File: src/rtl/pixrun_pkg.sv
package pixrun_pkg;
    parameter int PIX_AW  = 20;
    parameter int MAX_RUN = 32;
    parameter int IDX_W   = 8;
    parameter int WORD_W  = 32;
    parameter int LEN_W   = $clog2(MAX_RUN);
    parameter int SRC_W   = 24;

    typedef struct packed {
        logic [PIX_AW-1:0] dst;
        logic [PIX_AW-1:0] src;
        logic [LEN_W-1:0]  len_m1;
        logic              fill;
        logic              fwd;
    } op_t;

    typedef struct packed {
        op_t               op;
        logic              run;
        logic              tc;
        logic              cp;
        logic              wr_pend;
        logic              dirty;
        logic [LEN_W-1:0]  cnt;
        logic [LEN_W-1:0]  wr_off;
        logic [23:0]       colour;
        logic [IDX_W-1:0]  last_idx;
        logic [WORD_W-1:0] last_tc;
        logic [WORD_W-1:0] last_cp;
    } seq_t;
endpackage

File: src/rtl/pixrun_decode.sv
module pixrun_decode
    import pixrun_pkg::*;
(
    input  logic [PIX_AW-1:0] dst_in,
    input  logic [28:0]       cmd,
    output op_t               op
);
    always_comb begin
        op.dst    = dst_in;
        op.src    = cmd[PIX_AW-1:0];
        op.len_m1 = cmd[SRC_W+LEN_W-1:SRC_W];
        op.fill   = &cmd[SRC_W-1:0];
        op.fwd    = (dst_in - cmd[PIX_AW-1:0]) == PIX_AW'(1);
    end
endmodule

File: src/rtl/pixrun_pack.sv
module pixrun_pack
    import pixrun_pkg::*;
(
    input  logic [23:0]       colour,
    output logic [IDX_W-1:0]  fill_idx,
    output logic [WORD_W-1:0] fill_word
);
    always_comb begin
        fill_idx  = colour[IDX_W-1:0];
        fill_word = {colour[7:0], colour[15:8], colour[23:16], 8'h00};
    end
endmodule

File: src/rtl/pixrun_wrsel.sv
module pixrun_wrsel
    import pixrun_pkg::*;
(
    input  logic              fill,
    input  logic              fwd_hit,
    input  logic [IDX_W-1:0]  fill_idx,
    input  logic [WORD_W-1:0] fill_word,
    input  logic [IDX_W-1:0]  rd_idx,
    input  logic [WORD_W-1:0] rd_tc,
    input  logic [WORD_W-1:0] rd_cp,
    input  logic [IDX_W-1:0]  last_idx,
    input  logic [WORD_W-1:0] last_tc,
    input  logic [WORD_W-1:0] last_cp,
    output logic [IDX_W-1:0]  wr_idx,
    output logic [WORD_W-1:0] wr_tc,
    output logic [WORD_W-1:0] wr_cp
);
    always_comb begin
        if (fill) begin
            wr_idx = fill_idx;
            wr_tc  = fill_word;
            wr_cp  = fill_word;
        end else if (fwd_hit) begin
            wr_idx = last_idx;
            wr_tc  = last_tc;
            wr_cp  = last_cp;
        end else begin
            wr_idx = rd_idx;
            wr_tc  = rd_tc;
            wr_cp  = rd_cp;
        end
    end
endmodule

File: src/rtl/pixrun_engine.sv
module pixrun_engine
    import pixrun_pkg::*;
(
    input  logic              clk,
    input  logic              rst_n,
    input  logic              tc_mode,
    input  logic              ctrl_mode,
    input  logic              bus_valid,
    output logic              bus_ready,
    input  logic [PIX_AW:0]   bus_addr,
    input  logic [WORD_W-1:0] bus_wdata,
    output logic [WORD_W-1:0] bus_rdata,
    output logic              busy,
    output logic              pm_rd_en,
    output logic [PIX_AW-1:0] pm_rd_addr,
    input  logic [IDX_W-1:0]  pm_rd_idx,
    input  logic [WORD_W-1:0] pm_rd_tc,
    input  logic [WORD_W-1:0] pm_rd_cp,
    output logic              pm_wr_en,
    output logic              pm_wr_tc_en,
    output logic              pm_wr_cp_en,
    output logic [PIX_AW-1:0] pm_wr_addr,
    output logic [IDX_W-1:0]  pm_wr_idx,
    output logic [WORD_W-1:0] pm_wr_tc,
    output logic [WORD_W-1:0] pm_wr_cp,
    output logic              dirty_valid,
    output logic [PIX_AW-1:0] dirty_base,
    output logic [LEN_W:0]    dirty_len
);
    seq_t s_q, s_d;
    op_t  dec_op;
    logic [IDX_W-1:0]  fill_idx;
    logic [WORD_W-1:0] fill_word;
    logic col_take, cmd_take;
    logic unused_hi_bits;

    assign unused_hi_bits = ^bus_wdata[WORD_W-1:29];

    pixrun_decode u_decode (
        .dst_in (bus_addr[PIX_AW:1]),
        .cmd    (bus_wdata[28:0]),
        .op     (dec_op)
    );

    pixrun_pack u_pack (
        .colour    (s_q.colour),
        .fill_idx  (fill_idx),
        .fill_word (fill_word)
    );

    pixrun_wrsel u_wrsel (
        .fill      (s_q.op.fill),
        .fwd_hit   (s_q.op.fwd && (s_q.wr_off != '0)),
        .fill_idx  (fill_idx),
        .fill_word (fill_word),
        .rd_idx    (pm_rd_idx),
        .rd_tc     (pm_rd_tc),
        .rd_cp     (pm_rd_cp),
        .last_idx  (s_q.last_idx),
        .last_tc   (s_q.last_tc),
        .last_cp   (s_q.last_cp),
        .wr_idx    (pm_wr_idx),
        .wr_tc     (pm_wr_tc),
        .wr_cp     (pm_wr_cp)
    );

    assign busy      = s_q.run || s_q.wr_pend;
    assign bus_ready = !busy;
    assign bus_rdata = '0;
    assign col_take  = bus_valid && !busy && !bus_addr[0];
    assign cmd_take  = bus_valid && !busy && bus_addr[0];

    assign pm_rd_en    = s_q.run && !s_q.op.fill;
    assign pm_rd_addr  = s_q.op.src + PIX_AW'(s_q.cnt);
    assign pm_wr_en    = s_q.wr_pend;
    assign pm_wr_tc_en = s_q.wr_pend && s_q.tc;
    assign pm_wr_cp_en = s_q.wr_pend && s_q.cp;
    assign pm_wr_addr  = s_q.op.dst + PIX_AW'(s_q.wr_off);

    assign dirty_valid = s_q.dirty;
    assign dirty_base  = s_q.op.dst;
    assign dirty_len   = {1'b0, s_q.op.len_m1} + 1'b1;

    always_comb begin
        s_d       = s_q;
        s_d.dirty = 1'b0;
        if (col_take) begin
            s_d.colour = bus_wdata[23:0];
        end
        if (cmd_take) begin
            s_d.op  = dec_op;
            s_d.run = 1'b1;
            s_d.cnt = '0;
            s_d.tc  = tc_mode;
            s_d.cp  = tc_mode && ctrl_mode;
        end
        s_d.wr_pend = s_q.run;
        s_d.wr_off  = s_q.cnt;
        if (s_q.run) begin
            s_d.cnt = s_q.cnt + 1'b1;
            if (s_q.cnt == s_q.op.len_m1) begin
                s_d.run = 1'b0;
            end
        end
        if (s_q.wr_pend) begin
            s_d.last_idx = pm_wr_idx;
            s_d.last_tc  = pm_wr_tc;
            s_d.last_cp  = pm_wr_cp;
            if (s_q.wr_off == s_q.op.len_m1) begin
                s_d.dirty = 1'b1;
            end
        end
    end

    always_ff @(posedge clk) begin
        if (!rst_n) begin
            s_q <= '0;
        end else begin
            s_q <= s_d;
        end
    end

    AST_WR_ASCEND: assert property (@(posedge clk) disable iff (!rst_n)
        (pm_wr_en && $past(pm_wr_en)) |-> ((pm_wr_addr - $past(pm_wr_addr)) == PIX_AW'(1)));
    AST_CMD_STARTS_BUSY: assert property (@(posedge clk) disable iff (!rst_n)
        (bus_valid && bus_ready && bus_addr[0]) |=> busy);
    AST_COL_NO_START: assert property (@(posedge clk) disable iff (!rst_n)
        (bus_valid && bus_ready && !bus_addr[0]) |=> !busy);
    AST_NO_WR_IDLE: assert property (@(posedge clk) disable iff (!rst_n)
        !busy |-> !pm_wr_en);
    AST_DIRTY_AFTER_WR: assert property (@(posedge clk) disable iff (!rst_n)
        dirty_valid |-> ($past(pm_wr_en) && !pm_wr_en));
    AST_CP_NEEDS_TC: assert property (@(posedge clk) disable iff (!rst_n)
        pm_wr_cp_en |-> (pm_wr_tc_en && pm_wr_en));
    AST_RD_ONLY_BUSY: assert property (@(posedge clk) disable iff (!rst_n)
        pm_rd_en |-> busy);
endmodule

File: config.mk
export PLATFORM = sky130hd
export DESIGN_NAME = pixrun_engine
export DESIGN_NICKNAME = d
export VERILOG_FILES = /design/src/rtl/pixrun_pkg.sv /design/src/rtl/pixrun_decode.sv /design/src/rtl/pixrun_pack.sv /design/src/rtl/pixrun_wrsel.sv /design/src/rtl/pixrun_engine.sv
export SDC_FILE = /design/constraint.sdc
export NUM_CORES = 1
export LEC_CHECK = 0
export CAP_MARGIN = 10
export CORE_UTILIZATION = 55
export CTS_CLUSTER_DIAMETER = 30
export CTS_CLUSTER_SIZE = 28
export DETAILED_ROUTE_END_ITERATION = 10
export DONT_BUFFER_PORTS = 1
export PLACE_DENSITY_LB_ADDON = 0.15
export SLEW_MARGIN = 20
export SYNTH_ARGS = -nofsm -noshare
export SYNTH_HDL_FRONTEND = slang
export SYNTH_SLANG_ARGS = --single-unit
File: constraint.sdc
create_clock -name clk -period 3.3 [get_ports clk]
set_clock_uncertainty 0.15 [all_clocks]
set_input_delay 0.33 -clock clk [delete_from_list [all_inputs] [get_ports clk]]
set_output_delay 0.33 -clock clk [all_outputs]
set_load 0.1 [all_outputs]
==> metrics, run 1 <==
outcome=finished with violations; violated checks=setup timing; P_leak=5.58 nW; 1st-iter DRT viols=a little under 500; WL/cell=around 19 um; CP startpoint kind=flip-flop; Final Util=between 70% and 80%; Max Cap Viol=0; Crit Reg-Reg Startpoint=s_q[96]; Fillers=1127; crit path kind=flip-flop to output pin; Seq/Total Area, Yosys=32.9%; Vert. Die Dim=134 um; dominant synthesized flop cell=dfxtp_1; CTS root buffer=clkbuf_16; vias in the first global route=between 8k and 9k; WP data required=around 2.8 ns; Layout area overhead=42.3%; Yosys reg bits=around 160; Worst Setup EP=pm_wr_addr[16]; vias=9180; PD cells=421 mW/mm2; Post-route DRC=0; FF-to-FF End=s_q[47]; met1 Usage GRT=39.2%; FF-to-FF path depth=9; final hold violation count=0; Max-slew headroom=a little under a third; final worst slack=-0.00652 ns; Clock power frac=around a third; # clock sinks=158; R2R setup slack=around 0.61 ns; CTS H-tree depth=4; Die ar.=0.0180 mm2; met3 GRT Util=9.64%; largest cells by area after synthesis=dfxtp_1 (33%), nand2_1 (12%), mux2i_1 (7.8%); critical path launch point=s_q[96]; CTS tree=yes; internal power=3.53 mW; Psw=2.23 mW; Worst-Skew Late Latency=0.44 ns; All-Layer GR Usage=32.5%; Slew Limit Fails=0; Mapped Cells=approximately 1.2k; period utilization=100%; layout cell share with drive strength beyond 1=26.6%; GRT Residual Overflow=0; EDFF count, synth=0; post-synth design cell area=around 0.0096 mm2; Longest Clk Path Bufs=2; Critical Path AT=2.83 ns; M2 GR Usage=55.0%; core area=0.0172 mm2; Sw Share=38.7%; Min-Delay Path Class=input port to flip-flop; Rows=48; num ports=307; cell area after placement=0.0123 mm2; Worst-Margin Slew=1.04 ns; final net count=about 1.6k; drt via density=5.64; DP HPWL=20000 um; first-pass GRT wire length=45900 um; Design Area, Final=0.0137 mm2; ys async rst share=0%; post-route minimum period=3.31 ns; Yosys cell types=61; GR peak layer=met2; WHS=0.0804 ns; port buffer count=0; Starting Density=56.0%; crit end category=output pin; DP Worst Slack=0.167 ns; Total Wirelength=30300 um; Sum Neg Setup Slack=-0.00652 ns; Fmax=~300 MHz; register share of total power=a little over a third; Final ANT Viol Nets=0; Max VDD drop=395 uV; first-pass detailed-route iteration total=5; crit path max fanout=4; final setup fails=1; largest net degree at the start of global routing=158; synthesis warning total=0; Avg Inst Size Synth=approximately 7.7 um2; combinational share of power=31.6%; initial antenna violation count=0; die width=134 um; CTS clk-pin slew, worst paths=0.07 ns; largest area contributor in the netlist=dfxtp_1; RSZ-0062 raised after global routing=true; gp weighted congestion=0.864; Num CTS Buffers=17; Yosys top cell area share=32.9%; n_diodes=0
power by group through the flow:
stage          Combinational (mW)  Sequential [mW]  Clock, mW
5_1_grt                      1.89             2.05       2.00
4_1_cts                      1.80             2.04       1.91
3_5_place_dp                 1.71             2.08          0
3_3_place_gp                 1.69             2.08          0
2_1_floorplan                1.37             2.07          0
6_report                     1.82             2.04       1.90
repair_timing:
item,CTS,global route
pin swaps,4,22
buffers inserted,4,9
endpoints found under the hold margin,158,0
endpoints found under the setup margin,24,22
resized for setup,14,34
gates cloned,0,0
hold buffers,53,0
state kept, by name, summed over array words and instances (netlist names):
name	cells
s_d	6
pm_wr_en	1
dirty_base	20
dirty_valid	1
s_q	130
metrics by stage:
stage | std cells | power, mW
final | 1629 | 5.76
after global routing | 1629 | 5.94
after CTS | 1620 | 5.75
after detailed placement | 1531 | 3.79
after global placement | 1531 | 3.76
after floorplan | 1275 | 3.44
critical path, stage by stage, from the launching register on:
cell and delay [ns]:
dfxtp_2 0.34, ha_2 0.17, inv_1 0.07, fa_2 0.43
inv_2 0.08, a21oi_1 0.09, o21bai_2 0.20, a21o_1 0.19
nand2_4 0.10, nor3_4 0.20, nand2_2 0.10, xnor2_2 0.22
buf_12 0.20
kinds of logic (layout without fill, tap and decap cells):
family	after synthesis	count (layout)	share of synthesized area, %
AO/OA/AOI/OAI	222	222	16.1
XOR/XNOR	55	55	5.00
adder cells (fa/ha/maj)	34	34	4.65
buffers and inverters	166	295	8.59
flip-flops	158	158	32.9
multiplexers	75	75	7.80
other	1	32	0.0390
AND/OR/NAND/NOR	533	533	24.9
Yosys cell counts, drive strengths merged (2+ instances only):
| cell type | n |
|---|---|
| a21oi | 30 |
| xor2 | 18 |
| ha | 31 |
| nand2b | 4 |
| dfxtp | 158 |
| a21o | 8 |
| nand2 | 318 |
| xnor2 | 37 |
| a41oi | 3 |
| a22oi | 2 |
| o21ai | 20 |
| nor2b | 79 |
| and3 | 9 |
| nor2 | 59 |
| nand3 | 19 |
| a21boi | 75 |
| mux2i | 75 |
| o21a | 6 |
| nand4 | 13 |
| nor4 | 4 |
| or4 | 3 |
| nor3 | 8 |
| fa | 3 |
| inv | 42 |
| and2 | 12 |
| clkbuf | 54 |
| o21bai | 5 |
| buf | 70 |
| o31ai | 3 |
| a31oi | 57 |
| o31a | 2 |
cell usage in the layout (no fill, tap or decap), types with 11 or more instances in the layout:
cell type,synthesis,layout
dlygate4sd3_1,0,52
dfxtp_1,158,149
a31oi_2,0,56
mux2i_1,75,75
xor2_2,0,11
buf_12,0,87
ha_1,31,27
nor2_1,57,52
xnor2_2,0,28
buf_4,52,80
nor2b_1,78,75
nand3_1,19,15
and2_1,12,12
a21boi_0,74,74
o21ai_0,11,11
conb_1,1,32
nand4_1,13,13
inv_1,41,38
clkbuf_16,0,17
nand2_1,318,315
a21oi_2,0,21
how the worst min path moves through the flow:
stage / slack (ns) / start / end / cells past startpoint
5_1_grt: 0.1 / pm_rd_cp[4] / s_q[4] / 4
4_1_cts: 0.07 / bus_wdata[14] / s_q[112] / 4
3_5_place_dp: 0.31 / s_q[108] / s_q[108] / 2
3_3_place_gp: 0.29 / s_q[108] / s_q[108] / 2
6_report: 0.08 / bus_wdata[13] / s_q[112] / 4
2_1_floorplan: 0.29 / s_q[108] / s_q[108] / 2
layer usage:
metal	vias to the layer above	wire length, um
met3	70	2650
met4	0	819
li1	4368	-
met5	-	0
met1	4365	12200
met2	377	14600
final cells by class:
class / count / area [um2] / area share (%)
clock buffer: 18 / 429 / 3.13
clock inverter: 14 / 130 / 0.950
inverter: 42 / 159 / 1.16
multi-input combinational: 951 / 6620 / 48.3
sequential: 158 / 3180 / 23.2
tap: 225 / 282 / 2.05
timing repair buffer: 221 / 2900 / 21.2
Power figures use the tool's default switching activity.
==> run 2: changes to the inputs <==
--- a/config.mk
+++ b/config.mk
@@ -6,7 +6,7 @@
 export NUM_CORES = 1
 export LEC_CHECK = 0
 export CAP_MARGIN = 10
-export CORE_UTILIZATION = 55
+export CORE_UTILIZATION = 35
 export CTS_CLUSTER_DIAMETER = 30
 export CTS_CLUSTER_SIZE = 28
 export DETAILED_ROUTE_END_ITERATION = 10
==> constraint.sdc (replaced) <==
create_clock -name clk -period 3.95 [get_ports clk]
set_clock_uncertainty 0.15 [all_clocks]
set_input_delay 0.395 -clock clk [delete_from_list [all_inputs] [get_ports clk]]
set_output_delay 0.395 -clock clk [all_outputs]
set_load 0.1 [all_outputs]
==> metrics, run 2 (synthesized netlist as in run 1, its figures left out) <==
CP Cell Sequence=ha_1 -> inv_1 -> fa_1 -> inv_1 -> a21oi_1 -> o21bai_1 -> a21o_1 -> nand2_1 -> nor2_1 -> nand2_1 -> xnor2_2 -> buf_4; crit end category=output pin; final net count=1548; PD cells=373 mW/mm2; Worst-Skew Late Latency=0.43 ns; layout cell share with drive strength beyond 1=a little under a quarter; WL/cell=18.3 um; Rows=60; P_leak=5.22 nW; num ports=just over 300; crit path buf inv count=3; CP peak stage delay=0.45 ns; CTS H-tree depth=4; Sw Share=39.8%; initial antenna violation count=1; DP Worst Slack=0.535 ns; final worst slack=about 0.24 ns; Total Wirelength=31800 um; GRT Residual Overflow=0; Largest Register=s_q; final setup fails=0; Worst-Margin Slew=1.15 ns; post-route minimum period=3.71 ns; Slew Limit Fails=0; register share of total power=between 30% and 40%; Post-route DRC=0; vias=8763; die width=around 170 um; gp weighted congestion=0.867; Die ar.=0.0282 mm2; DP HPWL=22000 um; # clock sinks=158; final hold violation count=0; Vert. Die Dim=approximately 170 um; internal power=2.88 mW; combinational share of power=29.4%; CTS clk-pin slew, worst paths=0.07 ns; n_diodes=0; Starting Density=35.7%; period utilization=a little over nine tenths; largest net degree at the start of global routing=145; Min-Delay Path Class=input port to flip-flop; All-Layer GR Usage=22.5%; highest-delay cell along the critical path=dfxtp_1; Max Cap Viol=0; Final Util=47.5%; max reg flops=130; WHS=0.0185 ns; CP startpoint kind=flip-flop; Num CTS Buffers=17; vias in the first global route=8468; Psw=around 1.9 mW; Critical Path AT=roughly 3.2 ns; crit path max fanout=6; CTS tree=yes; Fmax=roughly 270 MHz; RSZ-0062 raised after global routing=false; port buffer count=0; critical path launch point=s_d[96]; Non-Filler Instances=1738; min-delay src=bus_addr[6]; crit path kind=flip-flop to output pin; Final ANT Viol Nets=0; CTS root buffer=clkbuf_16; Crit path max-delay family=adder cells; most common cell after layout, fill and taps aside=nand2_1; core area=0.0270 mm2; first-pass GRT wire length=48700 um; outcome=finished clean; most frequent cells in the layout=nand2_1 (318), dfxtp_1 (157), buf_4 (136), nor2b_1 (77), mux2i_1 (75); drt via density=just over 5; Crit Reg-Reg Startpoint=s_q[97]; Max VDD drop=255 uV; 1st-iter DRT viols=434; first-pass detailed-route iteration total=6; Max-slew headroom=23.2%; WP data required=approximately 3.4 ns; Layout area overhead=33.0%; Clock power frac=a little over a third; Sum Neg Setup Slack=0 ns; Longest Clk Path Bufs=2; DP Cell Count=about 1.6k
[run 2: area by class of cell]
class / count / area [um2]
fill: 2676 / 14200
multi-input combinational: 951 / 6490
sequential: 158 / 3170
timing repair buffer: 214 / 1960
tap: 341 / 427
clock buffer: 17 / 425
clock inverter: 15 / 174
inverter: 42 / 160
[run 2: per-layer routing]
layer / vias up / wire length [um] / track usage [%]
li1: 4352 / - / -
met1: 4145 / 14500 / 28.9
met2: 220 / 15000 / 37.3
met3: 44 / 1370 / 4.42
met4: 2 / 910 / 8.26
met5: - / 19 / 0
[run 2: worst register-to-register path: stages (launching register included)]
cell and delay [ns]:
dfxtp_1 0.36, or4_1 0.60, o21ai_4 0.57, buf_4 0.31
nand2_1 0.12, a31oi_2 0.19, buf_4 0.33, mux2i_1 0.12
nor2b_1 0.12
[run 2: final timing paths]
kind | slack, ns | cells after the start | end
max | 0.24 | 12 | pm_rd_addr[10]
min | 0.02 | 2 | dirty_base[5]
max reg2reg | 1.03 | 8 | s_q[61]
min reg2reg | 0.31 | 2 | s_q[108]
[run 2: metrics by stage]
| step | total power, mW | area, um2 |
|---|---|---|
| floorplan | 2.84 | 9740 |
| global placement | 3.05 | 11500 |
| detailed placement | 3.06 | 11500 |
| CTS | 4.83 | 12800 |
| global route | 4.96 | 12800 |
| finish | 4.78 | 12800 |
[run 2: timing repair]
action | CTS | global route
hold buffers | 64 | 0
resized for setup | 0 | 3
setup buffers | 0 | 1
endpoints found under the setup margin | 0 | 4
endpoints found under the hold margin | 157 | 0
[run 2: power by group through the flow]
stage               Combinational (mW)  Clock [mW]  Sequential, mW
floorplan                         1.12           0            1.73
global placement                  1.31           0            1.74
global route                      1.47        1.78            1.71
CTS                               1.40        1.72            1.70
finish                            1.40        1.67            1.70
detailed placement                1.32           0            1.74
